$ cat src/rtl/tmode_pkg.sv
package tmode_pkg;

  typedef enum logic [1:0] {
    MD_FREE = 2'b00,
    MD_REF1 = 2'b01,
    MD_REF2 = 2'b10,
    MD_HOLD = 2'b11
  } tm_mode_e;

  localparam logic [1:0] AL_NONE = 2'b00;
  localparam logic [1:0] AL_TUNE = 2'b01;
  localparam logic [1:0] AL_REF  = 2'b10;
  localparam logic [1:0] AL_MAJ  = 2'b11;

  // Codes rank by severity: a larger code is a more serious alarm.
  function automatic logic [1:0] alarm_of(input logic [1:0] mode,
                                          input logic lost_ref,
                                          input logic lost_lock,
                                          input logic tune);
    if (lost_lock || mode == MD_FREE || mode == MD_HOLD) return AL_MAJ;
    else if (lost_ref)                                   return AL_REF;
    else if (tune)                                       return AL_TUNE;
    else                                                 return AL_NONE;
  endfunction

endpackage

$ cat src/rtl/tmode_sync.sv
module tmode_sync #(
  parameter int W      = 5,
  parameter int STAGES = 2
) (
  input  logic         clk,
  input  logic         rst,
  input  logic [W-1:0] d_async,
  output logic [W-1:0] d_sync
);

  logic [W-1:0] chain [STAGES];

  always_ff @(posedge clk) begin
    if (rst) chain[0] <= '0;
    else     chain[0] <= d_async;
  end

  for (genvar s = 1; s < STAGES; s++) begin : g_stage
    always_ff @(posedge clk) begin
      if (rst) chain[s] <= '0;
      else     chain[s] <= chain[s-1];
    end
  end

  assign d_sync = chain[STAGES-1];

endmodule

$ cat src/rtl/tmode_debounce.sv
// Holds a value until the input has stayed at a new value for a number of
// ticks. The tick count is RISE_TICKS when the new value is numerically
// larger and FALL_TICKS when it is smaller.
module tmode_debounce #(
  parameter int             W          = 2,
  parameter int             RISE_TICKS = 3,
  parameter int             FALL_TICKS = 1,
  parameter logic [W-1:0]   INIT       = '0
) (
  input  logic         clk,
  input  logic         rst,
  input  logic         tick,
  input  logic [W-1:0] din,
  output logic [W-1:0] dout
);

  localparam int MAXT = (RISE_TICKS > FALL_TICKS) ? RISE_TICKS : FALL_TICKS;
  localparam int CW   = $clog2(MAXT + 1);

  logic [W-1:0]  pend;
  logic [CW-1:0] cnt;
  logic [CW-1:0] lim;

  always_comb begin
    lim = (pend > dout) ? CW'(RISE_TICKS - 1) : CW'(FALL_TICKS - 1);
  end

  always_ff @(posedge clk) begin
    if (rst) begin
      pend <= INIT;
      dout <= INIT;
      cnt  <= '0;
    end else if (din != pend) begin
      pend <= din;
      cnt  <= '0;
    end else if (pend == dout) begin
      cnt  <= '0;
    end else if (tick) begin
      if (cnt == lim) begin
        dout <= pend;
        cnt  <= '0;
      end else begin
        cnt  <= cnt + 1'b1;
      end
    end
  end

  // the output only moves on the edge that sees a tick.
  p_moves_on_tick_r4: assert property (@(posedge clk) disable iff (rst)
    (dout != $past(dout)) |-> $past(tick));

  // the output can only take a value the input was holding.
  p_takes_held_input_r5: assert property (@(posedge clk) disable iff (rst)
    (dout != $past(dout)) |-> (dout == $past(din)));

endmodule

$ cat src/rtl/tmode_ctrl.sv
module tmode_ctrl #(
  parameter int SYNC_STAGES = 2,
  parameter int MODE_TICKS  = 3,
  parameter int ALM_ON_TICKS  = 3,
  parameter int ALM_OFF_TICKS = 1
) (
  input  logic       clk,
  input  logic       rst,
  input  logic       ms_tick,
  input  logic       ctl_a,
  input  logic       ctl_b,
  input  logic       ref_lost,
  input  logic       lock_lost,
  input  logic       tune_lim,
  output logic [1:0] mode_stat,
  output logic [1:0] alarm_code,
  output logic       lock_en,
  output logic       ref_sel,
  output logic       hold_en,
  output logic       free_en
);
  import tmode_pkg::*;

  localparam int NIN = 5;

  logic [NIN-1:0] raw_in;
  logic [NIN-1:0] syn_in;
  logic [1:0]     want_mode;
  logic [1:0]     want_alarm;

  assign raw_in = {tune_lim, lock_lost, ref_lost, ctl_b, ctl_a};

  tmode_sync #(.W(NIN), .STAGES(SYNC_STAGES)) u_sync (
    .clk     (clk),
    .rst     (rst),
    .d_async (raw_in),
    .d_sync  (syn_in)
  );

  // Mode code is {B, A}: A alone gives reference one, B alone reference two.
  assign want_mode = {syn_in[1], syn_in[0]};

  tmode_debounce #(.W(2), .RISE_TICKS(MODE_TICKS), .FALL_TICKS(MODE_TICKS),
                   .INIT(MD_FREE)) u_mode (
    .clk  (clk),
    .rst  (rst),
    .tick (ms_tick),
    .din  (want_mode),
    .dout (mode_stat)
  );

  assign want_alarm = alarm_of(mode_stat, syn_in[2], syn_in[3], syn_in[4]);

  tmode_debounce #(.W(2), .RISE_TICKS(ALM_ON_TICKS), .FALL_TICKS(ALM_OFF_TICKS),
                   .INIT(AL_MAJ)) u_alarm (
    .clk  (clk),
    .rst  (rst),
    .tick (ms_tick),
    .din  (want_alarm),
    .dout (alarm_code)
  );

  always_ff @(posedge clk) begin
    if (rst) begin
      lock_en <= 1'b0;
      ref_sel <= 1'b0;
      hold_en <= 1'b0;
      free_en <= 1'b1;
    end else begin
      lock_en <= (mode_stat == MD_REF1) || (mode_stat == MD_REF2);
      ref_sel <= (mode_stat == MD_REF2);
      hold_en <= (mode_stat == MD_HOLD);
      free_en <= (mode_stat == MD_FREE);
    end
  end

  // the loop is driven in exactly one way.
  p_one_enable_r3: assert property (@(posedge clk) disable iff (rst)
    $onehot({lock_en, hold_en, free_en}));

  // the second reference is selected only while locking.
  p_sel_needs_lock_r3: assert property (@(posedge clk) disable iff (rst)
    ref_sel |-> lock_en);

endmodule

$ cat config.mk
export PLATFORM = sky130hd
export DESIGN_NAME = tmode_ctrl
export DESIGN_NICKNAME = d
export VERILOG_FILES = /design/src/rtl/tmode_pkg.sv /design/src/rtl/tmode_sync.sv /design/src/rtl/tmode_debounce.sv /design/src/rtl/tmode_ctrl.sv
export SDC_FILE = /design/constraint.sdc
export NUM_CORES = 1
export LEC_CHECK = 0
export ABC_AREA = 1
export BUFFER_PORTS_ARGS = -buffer_cell sky130_fd_sc_hd__buf_2
export CAP_MARGIN = 20
export CORE_MARGIN = 2
export CORE_UTILIZATION = 59
export DETAILED_ROUTE_END_ITERATION = 12
export PLACE_DENSITY = 0.82
export SLEW_MARGIN = 20
export SYNTH_ARGS = -nofsm -noshare
export SYNTH_HDL_FRONTEND = slang
export SYNTH_HIERARCHICAL = 1
export SYNTH_SLANG_ARGS = --single-unit
$ cat constraint.sdc
create_clock -name clk -period 2.3 [get_ports clk]
set_clock_uncertainty 0.05 [all_clocks]
set_input_delay 0.46 -clock clk [delete_from_list [all_inputs] [get_ports clk]]
set_output_delay 0.46 -clock clk [all_outputs]
set_load 0.01 [all_outputs]
Word level (Yosys, flattened, before mapping):

Memory sizes are Yosys's and may differ from the RTL's.
Index checks and enable logic that the tools add are counted.

* add/sub/neg operators: 2
* multiply operators: 0
* divide/modulo/power cells: 0
* magnitude comparators: 1
* equal/unequal tests: 9
* shift operators: 0
* mux-type cells: 11
* bitwise gates (word level): 6
* reductions and logical operators: 8

Operators by type and width (number)
* $mux 2: 5
* $mux 5: 2
* $reduce_and 4->1: 2
* $eq 2x2->1: 3
* $eq 2x2->1 const B: 3
* $reduce_or 3->1: 2
* $add 2x1->2 const B: 2
* $mux 1: 4
* $ne 2x2->1: 2
* $not 1->1: 4
* $logic_or 1x1->1: 3
* $eq 2x1->1 const B: 1
* $gt 2x2->1: 1
* $logic_not 2->1: 1
* $or 1x1->1: 2

* register bits: 16
* bits in latches: 0
* memory bits (writable): 10
* memory bits (read-only): 0
* input bits: 8
* output and inout bits: 8
* word-level logic and storage cells: 48
* memories kept: 1

Memory list
* u_sync.chain: words 2, bits a word 5, read ports 2, clocked after Yosys merged registers in 0, write ports 2, RTL line tmode_sync.sv:11 `logic [W-1:0] chain [STAGES];`

Longest topological paths before layout:

Gate-level depths: netlist of the first run.

* word-level depth: 7
* depth in mapped cells: 11
* gate-level depth less buffers: 11

Cells and area by module:

Netlist of the first run, hierarchy kept.

By module, submodules not included
* tmode_debounce at u_alarm: times used 1, cells each 52, area an instance 350.3 µm², seq. area each 120.1 µm²
* tmode_debounce at u_mode: times used 1, cells each 50, area an instance 327.8 µm², seq. area each 120.1 µm²
* tmode_sync: times used 1, cells each 31, area an instance 286.5 µm², seq. area each 200.2 µm²
* tmode_ctrl: times used 1, cells each 21, area an instance 175.2 µm², seq. area each 80.1 µm²

Worst setup path after synthesis of the first run:

OpenSTA, ideal clock, no wires.

* path kind: register to register
* start: register u_mode.dout[0]
* end: register u_alarm.dout[0]
* library setup time: 124 ps
* data arrival time: 1441 ps
* data required time: 2126 ps
* setup slack: 686 ps
* cell stages (with the launch flop): 11
* buffers on the path: 0
* clock period less this slack: 1614 ps
* cell sequence: dfxtp_1 > inv_1 > ha_1 > nor2_1 > nand3_1 > nand2_2 > nand2_2 > nor3_4 > nand2_2 > nand2_1 > nand3_1

* word-level cells in the longest chain between the ends: 7
* elaborated cells between the ends (all ways): 8
* those cells by class: 2 x eq/ne; 1 x mux; 1 x bitwise; 4 x reduce/logical

Ends and longest elaborated chain
* from (decl): RTL line tmode_debounce.sv:14 `output logic [W-1:0] dout`
* from (signal assigned): RTL line tmode_debounce.sv:40 `dout <= pend;`
* $logic_not 2->1: RTL line tmode_pkg.sv:20 `if (lost_lock || mode == MD_FREE || mode == MD_HOLD) return AL_MAJ;`
* $logic_or 1x1->1: RTL line tmode_pkg.sv:20
* $logic_or 1x1->1 (*): RTL line tmode_pkg.sv:20
* $mux 2 (*): RTL line tmode_pkg.sv:20
* via want_alarm[0]: RTL line tmode_ctrl.sv:29 `logic [1:0] want_alarm;`
* $ne 2x2->1 (*): RTL line tmode_debounce.sv:33 `end else if (din != pend) begin`
* $not 1->1 (no source line) (*)
* $reduce_and 4->1 (no source line) (*)
* to (signal assigned): RTL line tmode_debounce.sv:40
* to (decl): RTL line tmode_debounce.sv:14

Mark *: on every way through the listed nets, which the timed path passes. The rest lies on a longest branch.
A chain may end at the register's enable or synchronous reset.

Worst setup path after layout of the first run:

Same ends and word-level chain as after synthesis.

==> results of run 1 <==
-- routing by layer --
layer | track usage, % | up-vias
met3 | 2.64 | 2
li1 | - | 489
met4 | 10.3 | 0
met5 | 0 | -
met1 | 17.1 | 399
met2 | 30.7 | 14
-- through the flow --
stage                     instance area, sq um  setup slack (ns)  utilization [%]  cells
after floorplan                           1140             0.686                -    154
after global placement                    1230             0.674             70.0    193
after detailed placement                  1230             0.594             70.0    193
after CTS                                 1290             0.556             73.0    197
after global routing                      1290             0.428             73.0    197
final                                     1290             0.553             73.0    197
-- registers in the layout, indices dropped and copies added (netlist names) --
name / count
free_en: 1
hold_en: 1
lock_en: 1
ref_sel: 1
u_alarm/cnt: 2
u_alarm/dout: 2
u_alarm/pend: 2
u_mode/cnt: 2
u_mode/dout: 2
u_mode/pend: 2
u_sync/chain: 10
-- kinds of logic after synthesis --
logic type / Yosys count / synth area share (%)
adder cells (fa/ha/maj): 5 / 5.49
AO/OA/AOI/OAI: 4 / 1.76
AND/OR/NAND/NOR: 78 / 32.5
flip-flops: 26 / 45.7
buffers and inverters: 40 / 13.8
XOR/XNOR: 1 / 0.769
-- layout make-up --
type / instances / area, sq um
clock buffer: 3 / 22.5
clock inverter: 1 / 30.0
fill: 172 / 477
inverter: 39 / 146
multi-input combinational: 88 / 462
sequential: 26 / 520
tap: 25 / 31.3
timing repair buffer: 15 / 75.1
-- worst paths after layout --
check                                   startpoint                  to  slack, ns  depth (start not counted)
worst max-delay path                u_mode/dout[0]     u_alarm/dout[0]       0.55                         10
worst min-delay path                     lock_lost  u_sync/chain[0][3]       0.28                          3
worst max register to register      u_mode/dout[0]     u_alarm/dout[0]       0.55                         10
worst min register to register  u_sync/chain[0][4]  u_sync/chain[1][4]       0.36                          2
-- power by group --
part / switching [mW] / internal (mW) / leakage [nW]
clock: 0.125 / 0.176 / 0.0279
sequential: 0.00691 / 0.464 / 0.212
combinational: 0.0562 / 0.0316 / 0.406
-- critical path, stage by stage (launching register included) --
cell and delay (ns):
dfxtp_1 0.44, inv_1 0.09, ha_1 0.21, nor2_1 0.14, nand3_1 0.12, nand2_2 0.09, nand2_2 0.07, nor3_4 0.22
nand2_2 0.07, nand2_1 0.06, nand3_1 0.07
-- layout by cell type (no fill, tap or decap) --
cell type   n
inv_1      36
nand2_1    32
dfxtp_1    26
nor2_1     20
buf_2      15
nand3_1    12
ha_1        5
nand2_2     5
clkbuf_4    3
inv_2       3
nand4_1     3
a21oi_1     3
nor3_4      2
or2_1       1
bufinv_16   1
xor2_1      1
o21ai_0     1
nor2_4      1
nand3_2     1
nor3_1      1
==> flow_metrics.tcl, run 1 <==
set metrics [dict create \
    route.met2.wl_um 928 \
    hp-class "in2reg" \
    dp_hpwl_mm 1.40 \
    overflow 0 \
    cts_max_path_buffers 2 \
    startpoint_type "flip-flop" \
    syn-cell-area_sq_um 1140 \
    grt_pass1_vias 731 \
    clk_pin_slew_ns 0.14 \
    numCtsBuffers 3 \
    status "complete, no violations" \
    grt_max_degree 19 \
    tns_ns 0 \
    diodes 0 \
    final_nets 186 \
    post_cts_buffers 0 \
    postSynthAreaPerCell_sq_um 7.40 \
    power.total_mw 0.860 \
    critical_path.max_fanout 5 \
    start_util_pct 64.6 \
    period_minus_slack_ns 1.75 \
    relSlewSlack_pct 81.0 \
    route.top_layer_used "met4" \
    yosys-top-cells-area "dfxtp_1 46%, inv_1 12%, nand2_1 11%" \
    dr_total_vias 904 \
    ys_ff_latch 26 \
    gpl.final_weighted_congestion 0.831 \
    synth_largest_area_cell "dfxtp_1" \
    num_io_pins 16 \
    worst_pin_slew_ns 0.285 \
    clkLatencyLatePin_ns 0.32 \
    cts_sinks 26 \
    ant_nets 0 \
    grt_pass1_wl_mm 2.60 \
    wl_per_cell_um 8.90 \
    final.period_utilization_pct 76.0 \
    cts.htree.levels 1 \
    grt_usage_pct 16.6 \
    synthCells 154 \
    firstDrtPassIters 4 \
    ys_types 18 \
    synthArstFlopShare_pct 0 \
    drive_gt1_share_pct 18.0 \
    arrival_ns 1.89 \
    ys.flop_type "dfxtp_1" \
    grt_setup_unrepaired "no" \
    postCtsResizedCells 0 \
    dr_wl_met3_um 65 \
    synth_top_area_share_pct 45.7 \
    powerDensity_nw_per_um2 668 \
    postCtsHoldBufs 0 \
    drt-initial-drc-count 18 \
    crit_path_end_kind "flip-flop" \
    fmax_mhz 572 \
    fp.coreArea_sq_um 1760 \
    crit_required_ns 2.45 \
    syn_nets 167 \
    wl_met1_um 747 \
    ir_worst_vdd_uv 627 \
    die_h_um 48.0 \
    finalHoldViolCount 0 \
    rows 15 \
    synth_common_cells "36 x inv_1, 32 x nand2_1, 26 x dfxtp_1" \
    slew_viol_final 0 \
    synth-edff-count 0 \
    tritoncts "yes" \
    setup_viol 0 \
    port_buffers 15 \
    drc 0 \
    p_leak_nw 0.646 \
    worst_hold_slack_ns 0.277 \
    cts-root-buf "clkbuf_4" \
    crit_type "reg2reg" \
    antenna_found_initial 0 \
    viasPerCell 4.59 \
    yosysWarnings 6 \
    drv_cap 0 \
    wl_mm 1.75 \
    yosysMostFrequentCell "inv_1" \
    die-area_sq_um 2300 \
    ys_seq_area_share_pct 45.7 \
    die_w_um 48.0 \
    syn_to_final_growth_pct 13.0 \
]
(Power assumes the default switching activity.)
==> run 2, diff against run 1 <==
--- a/config.mk
+++ b/config.mk
@@ -5,13 +5,13 @@
 export SDC_FILE = /design/constraint.sdc
 export NUM_CORES = 1
 export LEC_CHECK = 0
-export ABC_AREA = 1
+export ABC_AREA = 0
 export BUFFER_PORTS_ARGS = -buffer_cell sky130_fd_sc_hd__buf_2
 export CAP_MARGIN = 20
 export CORE_MARGIN = 2
-export CORE_UTILIZATION = 59
+export CORE_UTILIZATION = 48
 export DETAILED_ROUTE_END_ITERATION = 12
-export PLACE_DENSITY = 0.82
+export PLACE_DENSITY = 0.72
 export SLEW_MARGIN = 20
 export SYNTH_ARGS = -nofsm -noshare
 export SYNTH_HDL_FRONTEND = slang
==> constraint.sdc (replaced) <==
create_clock -name clk -period 1.45 [get_ports clk]
set_clock_uncertainty 0.05 [all_clocks]
set_input_delay 0.29 -clock clk [delete_from_list [all_inputs] [get_ports clk]]
set_output_delay 0.29 -clock clk [all_outputs]
set_load 0.01 [all_outputs]
==> run 2 against run 1 <==
  * The flow now finishes with violations (negative setup slack)
  * Wire length increased by 3.6%
  * Critical path depth decreased by 3
  * Largest power group unchanged
  * Die area increased by 14%
  * First-iteration DRC count decreased by 56%
  * Synthesized area decreased by 5.9%
  * Flip-flop and latch count unchanged
  * Highest routed layer unchanged
==> flow_metrics.tcl, run 2 <==
set metrics [dict create \
    hold_path_depth 2 \
    dr_total_vias 756 \
    postSynthAreaPerCell_sq_um 10.5 \
    grt_setup_unrepaired "yes" \
    viasPerCell 4.67 \
    final_nets 148 \
    cts-root-buf "clkbuf_4" \
    cp.buffers_inverters 0 \
    power.total_mw 1.08 \
    tns_ns -1.13 \
    ys_ff_latch 26 \
    die_w_um 51.3 \
    largest_reg_flops 10 \
    synth_common_cells "26 x dfxtp_1, 15 x nor2b_1, 6 x inv_1" \
    worst_pin_slew_ns 0.398 \
    firstDrtPassIters 3 \
    synth-edff-count 0 \
    die-area_sq_um 2630 \
    arrival_ns 1.98 \
    dp_hpwl_mm 1.30 \
    hp-start "ctl_b" \
    fp.coreArea_sq_um 2170 \
    syn_to_final_growth_pct 29.2 \
    clkLatencyLatePin_ns 0.31 \
    grt_pass1_wl_mm 3.06 \
    fmax_mhz 555 \
    cts_sinks 26 \
    grt_max_degree 15 \
    port_buffers 15 \
    relSlewSlack_pct 73.2 \
    startpoint_type "flip-flop" \
    fin_cells 162 \
    crit_path_end_kind "flip-flop" \
    switchingPower_mw 0.230 \
    worst_r2r_path_depth 7 \
    p_clk_share_pct 27.1 \
    ant_nets 0 \
    reg2reg_to "u_alarm/cnt[0]" \
    drt-initial-drc-count 8 \
    grt_usage_pct 16.0 \
    drive_gt1_share_pct 39.6 \
    period_minus_slack_ns 1.80 \
    synthCells 102 \
    internal_power_mw 0.853 \
    clk_pin_slew_ns 0.13 \
    cts.htree.levels 1 \
    hold_end "u_sync/chain[0][1]" \
    antenna_found_initial 0 \
    powerDensity_nw_per_um2 782 \
    overflow 0 \
    ff2ff_setup_slack_ns -0.35 \
    setup_viol 4 \
    synth_largest_area_cell "dfxtp_1" \
    diodes 0 \
    p_leak_nw 0.572 \
    synthArstFlopShare_pct 0 \
    cts_max_path_buffers 2 \
    mostFrequentLayoutCells "23 x dfxtp_1, 15 x nor2b_1, 15 x buf_2, 13 x buf_4, 5 x nor2_1" \
    critical-path-top-delay-family "simple AND/OR/NAND/NOR gates" \
    ir_worst_vdd_uv 638 \
    grt_pass1_vias 717 \
    num_io_pins 16 \
    syn-cell-area_sq_um 1070 \
    wl_per_cell_um 11.2 \
    critical_path.max_fanout 3 \
    path_cells "ha_4 > nor3_4 > o21ai_2 > xnor2_1 > nand3_2 > or4b_1 > o41ai_2" \
    startpoint "u_mode/dout[0]" \
    layout_setup_ws_ns -0.351 \
    max_stage_delay_ns 0.49 \
    ys.flop_type "dfxtp_1" \
    dpl.cell_count 157 \
    ys_seq_area_share_pct 48.5 \
    yosys-top-cells-area "dfxtp_1 49%, nor2b_1 8.8%, ha_1 5.8%" \
    drv_cap 0 \
    status "complete, but fails checks" \
    syn_nets 115 \
    synth_top_area_share_pct 48.5 \
    final_common_cell "dfxtp_1" \
    max_flop_register "u_sync/chain" \
    tritoncts "yes" \
    final.period_utilization_pct 124 \
    ys_types 32 \
    yosysMostFrequentCell "dfxtp_1" \
    pwr-share-seq_pct 67.6 \
    start_util_pct 49.4 \
    slew_viol_final 0 \
    numCtsBuffers 3 \
    drc 0 \
    crit_required_ns 1.63 \
    slowest_stage "or4b_1" \
    violations "negative setup slack" \
    rows 17 \
    finalHoldViolCount 0 \
    die_h_um 51.3 \
    crit_type "reg2reg" \
    hp-class "in2reg" \
    gpl.final_weighted_congestion 0.781 \
    swShare_pct 21.2 \
    wl_mm 1.82 \
    power_frac_comb_pct 5.3 \
    yosysWarnings 6 \
    r2r-start "u_mode/dout[0]" \
]
run 2: changes by cell type after synthesis, sizes merged, moves of 3 or more:
cell    delta
inv       -33
mux2i      +4
nand2     -33
nand2b     +4
nand3     -12
nand4      -3
nor2      -16
nor2b     +16
xnor2      +4
run 2: worst max path at each step:
stage	endpoint	slack (ns)	depth (start not counted)
after global routing	u_alarm/cnt[0]	-0.44	7
after global placement	u_alarm/cnt[0]	-0.33	7
after CTS	u_alarm/cnt[0]	-0.37	7
after floorplan	u_alarm/cnt[0]	-0.33	7
final	u_alarm/cnt[0]	-0.35	7
after detailed placement	u_alarm/cnt[0]	-0.39	7
run 2: worst reg2reg max path: stages (launching register included):
cell	delay, ns
dfxtp_4	0.39
ha_4	0.16
nor3_4	0.20
o21ai_2	0.09
xnor2_1	0.17
nand3_2	0.12
or4b_1	0.49
o41ai_2	0.06
run 2: routing by layer:
metal,track usage [%],up-vias,routed length [um]
li1,-,399,-
met1,17.9,342,832
met2,29.2,13,897
met3,3.51,2,71
met4,6.58,0,16
met5,0,-,0
run 2: cell type report:
| type | instances | area (sq um) |
|---|---|---|
| timing repair buffer | 29 | 184 |
| multi-input combinational | 69 | 586 |
| clock buffer | 3 | 22.5 |
| fill | 204 | 785 |
| tap | 28 | 35.0 |
| sequential | 26 | 529 |
| inverter | 6 | 25.0 |
| clock inverter | 1 | 3.75 |
run 2: repair_timing:
| action | in CTS | in global routing |
|---|---|---|
| setup buffers | 1 | 0 |
| setup endpoints to repair | 4 | 4 |
| pin swaps | 4 | 0 |
| hold buffers | 0 | 0 |
| resized for setup | 6 | 2 |
run 2: logic make-up (layout without fill, tap and decap cells):
group	count (synthesis)	after routing	synth area share, %
and+or+nand+nor	44	44	26.7
DFF	26	26	48.5
AOI/OAI and AO/OA	8	8	5.95
xor gates and xnor gates	7	7	5.72
buffers and inverters	7	39	2.45
adders and majority gates	5	5	5.83
muxes	5	5	4.78
run 2: power by group through the flow:
stage          Clock, mW  Sequential, mW  Combinational [mW]
2_1_floorplan          0           0.746              0.0273
3_3_place_gp           0           0.747              0.0542
3_5_place_dp           0           0.747              0.0568
4_1_cts            0.310           0.732              0.0581
5_1_grt            0.348           0.734              0.0657
6_report           0.294           0.732              0.0578
run 2: metrics by stage:
step	cell area, sq um	hold slack [ns]	util [%]	worst slack (ns)
floorplan	1110	0.312	-	-0.326
global placement	1310	0.368	60.5	-0.329
detailed placement	1310	0.370	60.5	-0.389
CTS	1380	0.130	63.5	-0.367
global route	1390	0.115	63.8	-0.443
finish	1390	0.140	63.8	-0.351
==> run 3, diff against run 2 <==
--- a/config.mk
+++ b/config.mk
@@ -6,12 +6,11 @@
 export NUM_CORES = 1
 export LEC_CHECK = 0
 export ABC_AREA = 0
-export BUFFER_PORTS_ARGS = -buffer_cell sky130_fd_sc_hd__buf_2
-export CAP_MARGIN = 20
 export CORE_MARGIN = 2
-export CORE_UTILIZATION = 48
+export CORE_UTILIZATION = 53
 export DETAILED_ROUTE_END_ITERATION = 12
-export PLACE_DENSITY = 0.72
+export DONT_BUFFER_PORTS = 1
+export PLACE_DENSITY = 0.71
 export SLEW_MARGIN = 20
 export SYNTH_ARGS = -nofsm -noshare
 export SYNTH_HDL_FRONTEND = slang
==> run 3 against run 2 <==
  * The run still ends with negative setup slack left
  * Sequential power about the same
  * Global-route usage down 0.85 points
  * Critical path depth unchanged
  * Non-clock buffer count shrank 15
  * Clock power rose by 43%
  * First-iteration DRC count shrank 25%
  * Clock-buffer cell count is 1 higher
  * Core utilization is 4.5 points higher
  * Largest power group unchanged
  * Highest routed layer unchanged
==> flow_metrics.tcl, run 3 (synthesized netlist as in run 2, its figures left out) <==
set metrics [dict create \
    r2r-start "u_mode/dout[0]" \
    violations "negative setup slack" \
    hp-class "in2reg" \
    swShare_pct 19.7 \
    final_common_cell "dfxtp_1" \
    ant_nets 0 \
    critical_path.max_fanout 4 \
    crit_path_end_kind "flip-flop" \
    die-area_sq_um 2400 \
    setup_viol 4 \
    finalHoldViolCount 0 \
    worst_pin_slew_ns 0.633 \
    cts_max_path_buffers 2 \
    wl_mm 1.61 \
    final_nets 133 \
    powerDensity_nw_per_um2 897 \
    relSlewSlack_pct 57.7 \
    dpl.cell_count 138 \
    worst-path-stages 7 \
    dp_hpwl_mm 1.10 \
    crit_required_ns 1.63 \
    arrival_ns 2.00 \
    reg2reg_to "u_alarm/cnt[0]" \
    fmax_mhz 549 \
    grt_pass1_vias 718 \
    startpoint_type "flip-flop" \
    die_w_um 49.0 \
    cts.htree.levels 1 \
    internal_power_mw 0.956 \
    switchingPower_mw 0.235 \
    ff2ff_setup_slack_ns -0.37 \
    tns_ns -1.15 \
    p_clk_share_pct 35.2 \
    mostFrequentLayoutCells "23 x dfxtp_1, 15 x nor2b_1, 11 x buf_4, 5 x nor2_1" \
    drc 0 \
    clkLatencyLatePin_ns 0.32 \
    layout_setup_ws_ns -0.372 \
    critPathCapture "u_alarm/cnt[0]" \
    use_met1_pct 16.6 \
    cts_sinks 26 \
    grt_setup_unrepaired "yes" \
    gpl.final_weighted_congestion 0.671 \
    fin_cells 146 \
    firstDrtPassIters 4 \
    wl_per_cell_um 11.0 \
    grt_pass1_wl_mm 2.84 \
    max_stage_delay_ns 0.47 \
    status "complete, but fails checks" \
    max_flop_register "u_sync/chain" \
    diodes 0 \
    pwr-share-seq_pct 61.5 \
    final.period_utilization_pct 126 \
    worst_r2r_path_depth 7 \
    p_leak_nw 0.514 \
    viasPerCell 4.95 \
    startpoint "u_mode/dout[0]" \
    power_frac_comb_pct 3.3 \
    dr_total_vias 723 \
    ir_worst_vdd_uv 876 \
    slowest_stage "or4b_1" \
    grt_max_degree 19 \
    fp.coreArea_sq_um 1940 \
    path_cells "ha_4 > nor3_4 > nand2b_1 > xnor2_1 > nand3_2 > or4b_1 > o41ai_1" \
    tritoncts "yes" \
    antenna_found_initial 0 \
    drv_cap 0 \
    die_h_um 49.0 \
    crit_type "reg2reg" \
    rows 16 \
    num_io_pins 16 \
    syn_to_final_growth_pct 23.8 \
    clk_pin_slew_ns 0.13 \
    drt-initial-drc-count 6 \
    grt_usage_pct 15.2 \
    slew_viol_final 0 \
    largest_reg_flops 10 \
    cp.buffers_inverters 0 \
    start_util_pct 55.2 \
    cts-root-buf "clkbuf_4" \
    numCtsBuffers 3 \
    top_usage_layer "met2" \
    grt.met2_usage_pct 27.2 \
    critical-path-top-delay-family "simple AND/OR/NAND/NOR gates" \
    use_met3_pct 3.07 \
    period_minus_slack_ns 1.82 \
    overflow 0 \
    drive_gt1_share_pct 30.3 \
    port_buffers 0 \
]
## run 3: how the worst min path moves through the flow
| stage | to | cells after the start | slack [ns] | start |
|---|---|---|---|---|
| floorplan | hold_en | 1 | 0.31 | rst |
| global placement | u_sync/chain[0][2] | 1 | 0.31 | rst |
| detailed placement | u_sync/chain[0][4] | 1 | 0.31 | rst |
| CTS | u_alarm/cnt[0] | 1 | 0.003 | rst |
| global route | u_alarm/pend[1] | 1 | -0.003 | rst |
| finish | u_alarm/pend[1] | 1 | 0.01 | rst |
## run 3: what timing repair did
action / CTS / global route
resized for setup: 3 / 3
hold endpoints to repair: 18 / 2
buffers inserted: 1 / 1
hold buffers: 1 / 1
setup endpoints to repair: 4 / 4
pin swaps: 3 / 1
## run 3: worst register-to-register path: cells and delay by family, from the launching register on
family | cells | cell delay [ns]
fa+ha+maj | 1 | 0.17
compound gates | 1 | 0.07
simple gates | 4 | 0.87
xor+xnor | 1 | 0.17
flops | 1 | 0.39
## run 3: layout make-up
type / instances / area (sq um)
Clock buffer: 4 / 47.5
Fill cell: 161 / 614
Inverter: 6 / 25.0
Multi-Input combinational cell: 69 / 578
Sequential cell: 26 / 529
Tap cell: 27 / 33.8
Timing Repair Buffer: 14 / 114
## run 3: power by group through the flow
stage | Combinational, mW | Clock, mW | Sequential (mW)
finish | 0.0394 | 0.419 | 0.732
global route | 0.0434 | 0.460 | 0.734
CTS | 0.0372 | 0.431 | 0.731
detailed placement | 0.0268 | 0 | 0.747
global placement | 0.0263 | 0 | 0.747
floorplan | 0.0273 | 0 | 0.746
## run 3: through the flow
stage	total power, mW	util, %	hold WS, ns	cell area [sq um]	worst slack (ns)
final	1.19	68.4	0.0109	1330	-0.372
after global routing	1.24	68.4	-0.00321	1330	-0.503
after CTS	1.20	66.8	0.00311	1300	-0.391
after detailed placement	0.774	62.5	0.315	1210	-0.381
after global placement	0.773	62.5	0.314	1210	-0.338
after floorplan	0.773	-	0.312	1110	-0.326
## run 3: layer usage
| layer | vias up | part of all wire, % |
|---|---|---|
| met4 | 0 | 2.4 |
| met3 | 5 | 5.1 |
| met5 | - | 0 |
| met1 | 333 | 47 |
| met2 | 16 | 46 |
| li1 | 369 | - |
